**config.mk**
```make
export PLATFORM = sky130hd
export DESIGN_NAME = ipc_mailbox
export DESIGN_NICKNAME = d
export VERILOG_FILES = /design/src/rtl/mbx_pkg.sv /design/src/rtl/mbx_fifo.sv /design/src/rtl/mbx_user_irq.sv /design/src/rtl/ipc_mailbox.sv
export SDC_FILE = /design/constraint.sdc
export NUM_CORES = 1
export LEC_CHECK = 0
export ABC_AREA = 0
export CAP_MARGIN = 20
export CORE_ASPECT_RATIO = 0.75
export CORE_MARGIN = 3
export CORE_UTILIZATION = 40
export CTS_CLUSTER_DIAMETER = 40
export DETAILED_ROUTE_END_ITERATION = 8
export SLEW_MARGIN = 0
export SYNTH_ARGS = -nofsm -noshare
export SYNTH_HDL_FRONTEND = slang
export SYNTH_SLANG_ARGS = --single-unit
```
**constraint.sdc**
```tcl
create_clock -name clk -period 6.9 [get_ports clk]
set_input_delay 0.69 -clock clk [delete_from_list [all_inputs] [get_ports clk]]
set_output_delay 0.69 -clock clk [all_outputs]
set_load 0.01 [all_outputs]
```
**src/rtl/mbx_pkg.sv**
```systemverilog
package mbx_pkg;
  localparam int REV_OFS  = 'h000;
  localparam int MSG_BASE = 'h040;
  localparam int FUL_BASE = 'h080;
  localparam int CNT_BASE = 'h0C0;

  function automatic int st_ofs(input bit nl, input int u);
    return nl ? ('h104 + 'h10 * u) : ('h100 + 8 * u);
  endfunction

  function automatic int en_ofs(input bit nl, input int u);
    return nl ? ('h108 + 'h10 * u) : ('h104 + 8 * u);
  endfunction

  function automatic int clr_ofs(input int u);
    return 'h10C + 'h10 * u;
  endfunction
endpackage

```
**src/rtl/mbx_fifo.sv**
```systemverilog
module mbx_fifo #(
  parameter int DW    = 32,
  parameter int DEPTH = 4
) (
  input  logic                         clk,
  input  logic                         rst_n,
  input  logic                         push,
  input  logic                         pop,
  input  logic [DW-1:0]                din,
  output logic [DW-1:0]                head,
  output logic                         full,
  output logic                         empty,
  output logic [$clog2(DEPTH+1)-1:0]   count
);
  localparam int PW = (DEPTH > 1) ? $clog2(DEPTH) : 1;
  localparam int CW = $clog2(DEPTH + 1);

  logic [DW-1:0] mem [DEPTH];
  logic [PW-1:0] wp, rp;
  logic [CW-1:0] cnt;

  function automatic logic [PW-1:0] adv(input logic [PW-1:0] p);
    return (p == PW'(DEPTH - 1)) ? '0 : p + 1'b1;
  endfunction

  always_ff @(posedge clk) begin
    if (push) mem[wp] <= din;
  end

  always_ff @(posedge clk or negedge rst_n) begin
    if (!rst_n) begin
      wp  <= '0;
      rp  <= '0;
      cnt <= '0;
    end else begin
      if (push) wp <= adv(wp);
      if (pop)  rp <= adv(rp);
      case ({push, pop})
        2'b10:   cnt <= cnt + 1'b1;
        2'b01:   cnt <= cnt - 1'b1;
        default: cnt <= cnt;
      endcase
    end
  end

  assign head  = mem[rp];
  assign full  = (cnt == CW'(DEPTH));
  assign empty = (cnt == '0);
  assign count = cnt;
endmodule

```
**src/rtl/mbx_user_irq.sv**
```systemverilog
module mbx_user_irq #(
  parameter int NB         = 8,
  parameter bit NEW_LAYOUT = 1'b0
) (
  input  logic          clk,
  input  logic          rst_n,
  input  logic [NB-1:0] set_vec,
  input  logic          w1c,
  input  logic          en_wr,
  input  logic          en_clr,
  input  logic [NB-1:0] wmask,
  output logic [NB-1:0] st,
  output logic [NB-1:0] en,
  output logic          irq
);
  logic [NB-1:0] en_nxt;

  generate
    if (NEW_LAYOUT) begin : g_setclr
      always_comb begin
        en_nxt = en;
        if (en_wr)  en_nxt = en_nxt | wmask;
        if (en_clr) en_nxt = en_nxt & ~wmask;
      end
    end else begin : g_direct
      assign en_nxt = en_wr ? wmask : en;
    end
  endgenerate

  always_ff @(posedge clk or negedge rst_n) begin
    if (!rst_n) begin
      st  <= '0;
      en  <= '0;
      irq <= 1'b0;
    end else begin
      st  <= (st & ~(w1c ? wmask : '0)) | set_vec;
      en  <= en_nxt;
      irq <= |(st & en);
    end
  end
endmodule

```
**src/rtl/ipc_mailbox.sv**
```systemverilog
module ipc_mailbox
  import mbx_pkg::*;
#(
  parameter int         DW         = 32,
  parameter int         AW         = 10,
  parameter int         N_BOX      = 4,
  parameter int         N_USER     = 4,
  parameter int         DEPTH      = 4,
  parameter bit         NEW_LAYOUT = 1'b0,
  parameter logic [3:0] REV_MAJOR  = 4'h2,
  parameter logic [3:0] REV_MINOR  = 4'h1
) (
  input  logic              clk,
  input  logic              rst_n,
  input  logic [AW-1:0]     addr,
  input  logic              wr_en,
  input  logic [DW-1:0]     wdata,
  input  logic              rd_en,
  output logic [DW-1:0]     rdata,
  output logic [N_USER-1:0] irq_o,
  output logic [N_BOX-1:0]  drop_o
);
  localparam int NB2 = 2 * N_BOX;
  localparam int CW  = $clog2(DEPTH + 1);

  logic [N_BOX-1:0]        hit_msg, push_v, pop_v, full_v, empty_v, drop_q;
  logic [N_BOX*CW-1:0]     cnt_flat;
  logic [N_BOX*DW-1:0]     head_flat;
  logic [NB2-1:0]          set_vec;
  logic [N_USER*NB2-1:0]   st_flat, en_flat;
  logic [DW-1:0]           rd_nxt;

  genvar m, u;
  generate
    for (m = 0; m < N_BOX; m++) begin : g_box
      assign hit_msg[m]      = (addr == AW'(MSG_BASE + 4 * m));
      assign push_v[m]       = wr_en && hit_msg[m] && !full_v[m];
      assign pop_v[m]        = rd_en && hit_msg[m] && !empty_v[m];
      assign set_vec[2*m]    = push_v[m];
      assign set_vec[2*m+1]  = pop_v[m] && full_v[m];

      mbx_fifo #(.DW(DW), .DEPTH(DEPTH)) u_q (
        .clk   (clk),
        .rst_n (rst_n),
        .push  (push_v[m]),
        .pop   (pop_v[m]),
        .din   (wdata),
        .head  (head_flat[m*DW +: DW]),
        .full  (full_v[m]),
        .empty (empty_v[m]),
        .count (cnt_flat[m*CW +: CW])
      );
    end

    for (u = 0; u < N_USER; u++) begin : g_usr
      logic st_hit, en_hit, clr_hit;
      assign st_hit  = wr_en && (addr == AW'(st_ofs(NEW_LAYOUT, u)));
      assign en_hit  = wr_en && (addr == AW'(en_ofs(NEW_LAYOUT, u)));
      assign clr_hit = NEW_LAYOUT && wr_en && (addr == AW'(clr_ofs(u)));

      mbx_user_irq #(.NB(NB2), .NEW_LAYOUT(NEW_LAYOUT)) u_ui (
        .clk     (clk),
        .rst_n   (rst_n),
        .set_vec (set_vec),
        .w1c     (st_hit),
        .en_wr   (en_hit),
        .en_clr  (clr_hit),
        .wmask   (wdata[NB2-1:0]),
        .st      (st_flat[u*NB2 +: NB2]),
        .en      (en_flat[u*NB2 +: NB2]),
        .irq     (irq_o[u])
      );
    end
  endgenerate

  // sticky discard flags
  always_ff @(posedge clk or negedge rst_n) begin
    if (!rst_n) drop_q <= '0;
    else        drop_q <= drop_q | (hit_msg & full_v & {N_BOX{wr_en}});
  end
  assign drop_o = drop_q;

  // read selection
  always_comb begin
    rd_nxt = '0;
    if (addr == AW'(REV_OFS)) rd_nxt = DW'({REV_MAJOR, REV_MINOR});
    for (int i = 0; i < N_BOX; i++) begin
      if (hit_msg[i])
        rd_nxt = empty_v[i] ? '0 : head_flat[i*DW +: DW];
      if (addr == AW'(FUL_BASE + 4 * i)) rd_nxt = DW'(full_v[i]);
      if (addr == AW'(CNT_BASE + 4 * i)) rd_nxt = DW'(cnt_flat[i*CW +: CW]);
    end
    for (int j = 0; j < N_USER; j++) begin
      if (addr == AW'(st_ofs(NEW_LAYOUT, j))) rd_nxt = DW'(st_flat[j*NB2 +: NB2]);
      if (addr == AW'(en_ofs(NEW_LAYOUT, j))) rd_nxt = DW'(en_flat[j*NB2 +: NB2]);
      if (NEW_LAYOUT && addr == AW'(clr_ofs(j))) rd_nxt = DW'(en_flat[j*NB2 +: NB2]);
    end
  end

  always_ff @(posedge clk or negedge rst_n) begin
    if (!rst_n)     rdata <= '0;
    else if (rd_en) rdata <= rd_nxt;
  end
endmodule

```
# Word-level counts from Yosys, hierarchy flattened
# Memory sizes are Yosys's and may differ from the RTL's.
# Cells that the tools add are included.
[totals] mem_count=4 ram_bits=512 reg_bits=132 out_inout_bits=40 in_bits=46 word_cells=203
[mem_list] name="g_box[0].u_q.mem" words=4 width=32 rd=1 rd_ports_with_merged_regs=0 wr=1 line_no="mbx_fifo.sv:18" rtl="logic [DW-1:0] mem [DEPTH];"
[mem_list] name="g_box[1].u_q.mem" words=4 width=32 rd=1 rd_ports_with_merged_regs=0 wr=1 line_no="mbx_fifo.sv:18"
[mem_list] name="g_box[2].u_q.mem" words=4 width=32 rd=1 rd_ports_with_merged_regs=0 wr=1 line_no="mbx_fifo.sv:18"
[mem_list] name="g_box[3].u_q.mem" words=4 width=32 rd=1 rd_ports_with_merged_regs=0 wr=1 line_no="mbx_fifo.sv:18"
[op_classes] add_sub_neg=16 bitwise=19 eq_ne=40 reduce_logical=49 mux=49
[op_table] operator="32-bit 2-to-1 mux" n=24
[op_table] operator="10-bit by 8-bit == test with 1-bit output, second input constant" n=8
[op_table] operator="10-bit by 9-bit == test with 1-bit output, second input constant" n=8
[op_table] operator="8-bit AND" n=8
[op_table] operator="10-bit by 7-bit == test with 1-bit output, second input constant" n=4
[op_table] operator="8-bit 2-to-1 mux" n=4
[op_table] operator="8-bit NOT" n=4
[op_table] operator="8-bit bitwise OR" n=4
[op_table] operator="8-bit OR reduction" n=4
[op_table] operator="1-bit logical AND" n=28
[op_table] operator="2-bit == test, second input constant" n=12
[op_table] operator="3-bit case mux with 2 select lines" n=4
[op_table] operator="2-bit by 1-bit adder with 2-bit output, second input constant" n=8
[op_table] operator="2-bit 2-to-1 mux" n=8
[op_table] operator="3-bit by 1-bit adder with 3-bit output, second input constant" n=4
[op_table] operator="3-bit == test, second input constant" n=4
[op_table] operator="3-bit zero test" n=4
[op_table] operator="3-bit by 1-bit subtractor with 3-bit output, second input constant" n=4
[op_table] operator="10-bit zero test" n=1
[op_table] operator="4-bit AND" n=2
[op_table] operator="2-bit by 1-bit == test with 1-bit output, second input constant" n=4
[op_table] operator="1-bit zero test" n=8
[op_table] operator="1-bit 2-to-1 mux" n=8
[op_table] operator="2-bit nonzero test" n=4
[op_table] operator="2 further kinds" n=2

# Depth between registers and ports, before layout
# Gate-level depths: netlist of the first run.
[logic_depth] ltp_word=22 ltp_mapped=13 ltp_nobuf=11

# Hierarchy
# Synthesis of the first run repeated with hierarchy kept, for this count alone.
[hier_totals] cells_unflattened=1464 area_unflattened_um2=26601.8
[by_module_without_submodules] module="mbx_fifo" cells_per_inst=206 area_per_inst_um2=5084.9 seq_area_each_um2=4018.9 instances=4
[by_module_without_submodules] module="ipc_mailbox" cells_per_inst=448 area_per_inst_um2=3509.6 seq_area_each_um2=900.9 instances=1
[by_module_without_submodules] module="mbx_user_irq" cells_per_inst=48 area_per_inst_um2=688.2 seq_area_each_um2=425.4 instances=4

# Least setup slack after synthesis of the first run
# No wires, ideal clock.
[synth_path] path_kind="input port to flip-flop" from="input port addr[5]" to="memory g_box[0].u_q.mem[3][0], enable pin" required_ps=6508 path_stages=7 setup_time_ps=392 n_path_buf=2 t_arrival_ps=2970 slack_ps=3538 cell_sequence="or4_1 -> buf_2 -> nor2_2 -> nand2_1 -> nor3_1 -> buf_2 -> and2_1"
[synth_via] elab_chain_len=5
[synth_lines] item="start, declared" line_no="ipc_mailbox.sv:15" rtl="input logic [AW-1:0] addr,"
[synth_lines] item="10-bit by 7-bit == test with 1-bit output" line_no="ipc_mailbox.sv:36" rtl="assign hit_msg[m] = (addr == AW'(MSG_BASE + 4 * m));"
[synth_lines] item="1-bit logical AND (2 in series)" line_no="ipc_mailbox.sv:37" rtl="assign push_v[m] = wr_en && hit_msg[m] && !full_v[m];"
[synth_lines] item="1-bit 2-to-1 mux" line_no="mbx_fifo.sv:27" rtl="if (push) mem[wp] <= din;"
[synth_lines] item="1-bit 2-to-1 mux (not written as such)" line_no="mbx_fifo.sv:27"
[synth_lines] item="end, declared" line_no="mbx_fifo.sv:18"
# No other way between the ends.

# Worst setup path after layout of the first run
[layout_path] from="input port addr[5]" to="memory g_box[3].u_q.mem[1][20], enable pin"
[layout_via] elab_chain_len=5
[layout_lines] item="10-bit by 7-bit == test with 1-bit output" line_no="ipc_mailbox.sv:36"
[layout_lines] item="1-bit logical AND (2 in series)" line_no="ipc_mailbox.sv:37"
[layout_lines] item="1-bit 2-to-1 mux" line_no="mbx_fifo.sv:27"
[layout_lines] item="1-bit 2-to-1 mux (not written as such)" line_no="mbx_fifo.sv:27"
[layout_lines] item="end, declared" line_no="mbx_fifo.sv:18"
# No other way between the ends.

==> results of run 1 <==
==> sequential cells by signal (all words and copies together), names as in the netlist <==
name             count
g_box.u_q.mem      512
g_usr.u_ui.en       32
g_usr.u_ui.st       32
rdata               32
g_box.u_q.count     12
g_box.u_q.rp         8
g_box.u_q.wp         8
drop_o               4
g_usr.u_ui.irq       4
==> kinds of logic (layout without fill, tap and decap cells) <==
family                     count (synthesis)  in the layout
DFF                                      644            644
buffers and inverters                    121            308
and+or+nand+nor                          259            259
muxes                                    178            178
adders and majority gates                 28             28
AOI/OAI and AO/OA                        233            233
xor gates and xnor gates                  12             12
==> final cells by class <==
type / instances / area, um^2
fillers: 5224 / 33100
well taps: 861 / 1080
repair buffers: 123 / 1230
clock inverters: 63 / 743
inverters: 32 / 120
clock buffers: 90 / 2170
flip-flops and latches: 644 / 18700
multi-input cells: 710 / 7010
==> Yosys cell counts, types with 11 or more instances <==
master	number	share of area, %
clkbuf_1	45	0.64
a22o_1	27	0.90
ha_1	24	1.1
nor3_1	11	0.21
inv_1	32	0.46
nor2_1	34	0.49
o2bb2ai_1	26	0.87
nand3_1	20	0.38
buf_2	24	0.46
nand2_1	116	1.7
a221oi_1	27	0.90
dfrtp_1	132	13
a22oi_1	20	0.57
mux2i_1	11	0.42
mux2_2	37	1.6
a21oi_1	18	0.34
and2_1	22	0.53
a21o_1	16	0.46
edfxtp_1	512	59
and3_1	12	0.29
mux4_2	129	11
o21ai_0	38	0.73
==> power by group <==
group          switching (uW)  leakage, uW  internal [uW]
Combinational             155      0.00296           73.6
Sequential               14.8      0.00636           4210
Clock                    1770      0.00140           2670
==> critical path, cell delays in order <==
cell and delay, ns:
clkdlybuf4s50_1 0.55, or4_1 0.81, nor2_2 0.54, nand2_1 0.20
nor3_1 0.53, buf_4 0.28, and2_2 0.37, buf_12 0.25
==> routing by layer <==
layer / vias to the layer above / part of all wire [%]
met4: 0 / 1.8
met1: 7825 / 46
met3: 97 / 8.4
met2: 633 / 44
li1: 6211 / -
met5: - / 0
==> worst min path at each step <==
stage / from / slack [ns] / to / cells past startpoint
2_1_floorplan: rst_n / 0.39 / drop_o[0] / 0
3_3_place_gp: rdata[19] / 0.47 / rdata[19] / 1
3_5_place_dp: rdata[20] / 0.47 / rdata[20] / 1
4_1_cts: rst_n / 0.12 / g_usr[1].u_ui.st[0] / 1
5_1_grt: rst_n / 0.16 / g_usr[1].u_ui.st[0] / 1
6_report: rst_n / 0.12 / g_usr[0].u_ui.en[7] / 1
==> through the flow <==
stage / area, um^2 / std cells / util [%]
final: 31000 / 2523 / 48.4
after global routing: 31000 / 2523 / 48.4
after CTS: 30900 / 2518 / 48.2
after detailed placement: 28000 / 2365 / 43.7
after global placement: 28000 / 2364 / 43.6
after floorplan: 26200 / 1475 / -
==> out/qor.txt, run 1 <==
RSZ-0062 raised after global routing = false
# diodes = 0
Worst Setup EP = g_box[3].u_q.mem[1][20]
skew final = 0.0262 ns
P_leak = 0.0107 uW
most used routing layer = met1
Seq cells post-synth = 644
first-pass GRT wire length = 103 mm
worst path required time = 7.19 ns
vias in the first global route = 14706
Final ANT Viol Nets = 0
main combinational cell family by area after synthesis = multiplexers
YS warnings = 0
total vias in the final route = 14766
status = completed
core area = 0.0642 mm^2
drc violations = 0
R2R depth = 6
FFs w/ async S/R, synth = 20.5%
GRT Total Usage = 20.8%
CP max FO = 27
IO Port Bufs = 85
element type at the critical path end = flip-flop
Final Max Tran Viols = 0
Worst-path clk slew = 0.06 ns
NumNets Final = 1667
Starting Density = 40.8%
Synth Instances = 1475
syn_nets = 1549
Post-Synth XOR/XNOR Area = 0.401%
Post-synth EDFFs = 512
final period utilization = 58.0%
Mean Syn Cell Area = 17.8 um^2
CTS Buffer Depth = 3
setup TNS = 0 ns
grt total ovfl = 0
R2R Path Start = g_box[0].u_q.rp[0]
simple-gate share of the synthesized area = 4.96%
CP Launch Point = addr[5]
GR Util met3 = 5.57%
hold buffer count at cts = 0
fin crit period = 4.00 ns
H-tree Lvls = 3
Startpoint Class = primary input
WL/cell = 28.0 um
Worst slew margin = 26.4%
Final Hold Fails = 0
P&R area growth vs syn = 18.4%
Detailed Routing Iterations Pass 1 = 6
setup slack at placement = 1.97 ns
commonest non-fill, non-tap cell in the layout = edfxtp_1
Via density = 5.85
Die Ht = 228 um
Min-Delay Path Class = in -> async
Netlist Area Pre-Place = 0.0262 mm^2
Power Density = 286 mW/mm^2
Clk Latency, worst-skew pair = 0.62 ns
Die Area = 0.0686 mm^2
Synth cell types = 72
# resized after CTS = 0
share of post-route cells with drive strength above 1 = 23.2%
Worst Tran Pin Value = 1.08 ns
Post CTS Setup Buffer Count = 0
final weighted congestion in routability-driven placement = 0.965
Main synth FF type = edfxtp_1
initial antenna violation count = 0
CTS Sinks = 644
Finish-stage setup viols = 0
largest net degree at the start of global routing = 68
Reg2Reg Setup Slack = 3.67 ns
I/O pins = 86
CP arrival = 4.30 ns
Fmax = 0.250 GHz
cts bufs inserted = 82
final wirelength = 70.6 mm
# rows = 80
VDD IR-drop max = 0.000205 V
Crit Path Class = in -> reg
met2 usage = 30.2%
post-DP HPWL = 42.6 mm
mux cell area share after synthesis = 13.1%
total chip power = 8890 uW
worst hold slack = 0.116 ns
Setup WS post-layout = 2.90 ns
Root Buffer = clkbuf_16
met1 Usage GRT = 31.4%
Starting DRT DRC Count = 1715
worst r2r dst = rdata[2]
MaxCap Viol Count = 0
most frequent cells in the layout = 512 x edfxtp_1, 129 x mux4_2, 124 x dfrtp_1
CTS tree = done
Synth Area in Adders = 1.45%
sequential share of the synthesized area = 71.3%
Die X = 302 um
Compound-Gate Fraction of Synth Area = 6.72%
Note: power is estimated with default switching activity, not from simulation.
==> run 2, diff against run 1 <==
==> constraint.sdc (replaced) <==
create_clock -name clk -period 4.2 [get_ports clk]
set_input_delay 0.42 -clock clk [delete_from_list [all_inputs] [get_ports clk]]
set_output_delay 0.42 -clock clk [all_outputs]
set_load 0.01 [all_outputs]
==> out/qor.txt, run 2 (synthesized netlist as in run 1, its figures left out) <==
Clk pwr share = 48.8% (was 49.9%)
Die Area = 0.0686 mm^2 (unchanged)
max reg flops = 512 (unchanged)
Clk Latency, worst-skew pair = 0.62 ns (about the same)
status = completed (unchanged)
cell mode on critical path = inv_1
grt total ovfl = 0 (unchanged)
# resized after CTS = 0 (unchanged)
Via density = 5.81 (was 5.85)
element type at the critical path end = flip-flop (unchanged)
NetSw = 3060 uW (was 1940 uW)
worst r2r dst = rdata[2] (unchanged)
GRT Total Usage = 21.4% (was 20.8%)
register share of total power = 48.5% (was 47.5%)
CTS tree = done (unchanged)
Final Hold Fails = 0 (unchanged)
R2R Path Start = g_box[0].u_q.count[0] (was g_box[0].u_q.rp[0])
Reg with most FFs = g_box.u_q.mem (unchanged)
Int Pwr = 11200 uW (was 6950 uW)
Critical-path top delay cell = or4_1 (unchanged)
P&R area growth vs syn = 19.3% (was 18.4%)
H-tree Lvls = 3 (unchanged)
post-DP HPWL = 46.6 mm (was 42.6 mm)
Non-Filler Instances = 2558 (was 2523)
WL/cell = 28.0 um (about the same)
final wirelength = 71.7 mm (was 70.6 mm)
R2R depth = 7 (was 6)
Fill cells = 5283 (was 5224)
Min-Delay Path Class = in -> async (unchanged)
worst path required time = 4.69 ns (was 7.19 ns)
total chip power = 14300 uW (was 8890 uW)
critical-path cell list = clkdlybuf4s50_1, or4_1, nor2_2, nand2_1, nor3_1, inv_1, ha_1, inv_1, fa_1, xor2_1, nor2_1, xnor2_1 (was clkdlybuf4s50_1, or4_1, nor2_2, nand2_1, nor3_1, buf_4, and2_2, buf_12)
CP arrival = 3.79 ns (was 4.30 ns)
I/O pins = 86 (unchanged)
Setup WS post-layout = 0.906 ns (was 2.90 ns)
Post CTS Setup Buffer Count = 0 (unchanged)
CTS Buffer Depth = 3 (unchanged)
cts bufs inserted = 79 (was 82)
final weighted congestion in routability-driven placement = 0.940 (was 0.965)
Fmax = 0.304 GHz
Die Ht = 228 um (unchanged)
Starting Density = 40.8% (unchanged)
IO Port Bufs = 85 (unchanged)
share of post-route cells with drive strength above 1 = 24.1% (was 23.2%)
Worst-path clk slew = 0.06 ns (about the same)
Final ANT Viol Nets = 0 (unchanged)
placed inst area = 0.0285 mm^2 (was 0.0280 mm^2)
# rows = 80 (unchanged)
largest net degree at the start of global routing = 77 (was 68)
Detailed Routing Iterations Pass 1 = 5 (was 6)
Root Buffer = clkbuf_16 (unchanged)
Worst Tran Pin Value = 0.914 ns (was 1.08 ns)
CP Launch Point = addr[5] (unchanged)
core area = 0.0642 mm^2 (unchanged)
skew final = 0.0252 ns (was 0.0262 ns)
slowest stage delay, CP = 0.80 ns (was 0.81 ns)
VDD IR-drop max = 0.000300 V (was 0.000205 V)
Final Cell Area = 0.0313 mm^2 (was 0.0310 mm^2)
hold buffer count at cts = 1 (was 0)
initial antenna violation count = 2 (was 0)
CP max FO = 8 (was 27)
total vias in the final route = 14851 (was 14766)
Worst Setup EP = g_box[1].u_q.count[2] (was g_box[3].u_q.mem[1][20])
P_leak = 0.0109 uW (was 0.0107 uW)
CTS Sinks = 644 (unchanged)
MaxCap Viol Count = 0 (unchanged)
Sw Share = 21.4% (was 21.8%)
placed cells = 2407 (was 2365)
Reg2Reg Setup Slack = 1.50 ns (was 3.67 ns)
drc violations = 0 (unchanged)
Worst slew margin = 39.1% (was 26.4%)
commonest non-fill, non-tap cell in the layout = edfxtp_1 (unchanged)
Power Density = 457 mW/mm^2 (was 286 mW/mm^2)
Die X = 302 um (unchanged)
fin crit period = 3.29 ns
NumNets Final = 1704 (was 1667)
Finish-stage setup viols = 0 (unchanged)
Crit Path Class = in -> reg (unchanged)
first-pass GRT wire length = 106 mm (was 103 mm)
RSZ-0062 raised after global routing = false (unchanged)
most frequent cells in the layout = 512 x edfxtp_1, 129 x mux4_2, 124 x dfrtp_1 (unchanged)
setup TNS = 0 ns (unchanged)
final period utilization = 78.4%
setup slack at placement = 0.345 ns (was 1.97 ns)
Starting DRT DRC Count = 1515 (was 1715)
vias in the first global route = 15060 (was 14706)
Final Max Tran Viols = 0 (unchanged)
Startpoint Class = primary input (unchanged)
Combinational Power Share = 2.7% (was 2.6%)
-- run 2: how the worst min path moves through the flow --
stage | from | to | slack, ns
floorplan | rst_n | drop_o[0] | 0.12
global placement | drop_o[1] | drop_o[1] | 0.47
detailed placement | drop_o[0] | drop_o[0] | 0.47
CTS | drop_o[0] | drop_o[0] | 0.48
global route | drop_o[1] | drop_o[1] | 0.50
finish | rst_n | g_box[0].u_q.count[2] | 0.45
-- run 2: layer usage --
layer,share of wire (%),global-route usage (%),up-vias
met2,45,31.7,657
met4,1.8,4.86,2
met5,0.10,0.816,-
li1,-,-,6260
met3,8.9,6.13,110
met1,44,31.4,7822
-- run 2: area by class of cell --
cell class	count	area, um^2	share of cell area, %
repair buffers	163	1640	5.25
inverters	32	120	0.384
multi-input cells	710	7010	22.4
clock buffers	97	2100	6.70
flip-flops and latches	644	18700	59.8
clock inverters	50	632	2.02
well taps	861	1080	3.45
diodes	1	2.50	0.00800
-- run 2: worst max-delay path: cells and delay by family --
kind | cells | cell delay, ns
buffers and inverters | 3 | 0.83
adder cells (fa/ha/maj) | 2 | 0.44
XOR/XNOR | 2 | 0.28
AND/OR/NAND/NOR | 5 | 1.81
-- run 2: per-stage QoR --
step / utilization (%) / hold slack, ns
2_1_floorplan: - / 0.124
3_3_place_gp: 44.4 / 0.468
3_5_place_dp: 44.4 / 0.466
4_1_cts: 48.7 / 0.481
5_1_grt: 48.7 / 0.500
6_report: 48.7 / 0.449
-- run 2: power by group through the flow --
stage / clock (uW) / sequential (uW) / combinational [uW]
after CTS: 7100 / 6930 / 388
after detailed placement: 0 / 7070 / 387
after floorplan: 0 / 7060 / 133
after global routing: 7400 / 6930 / 421
after global placement: 0 / 7060 / 380
final: 6970 / 6940 / 391
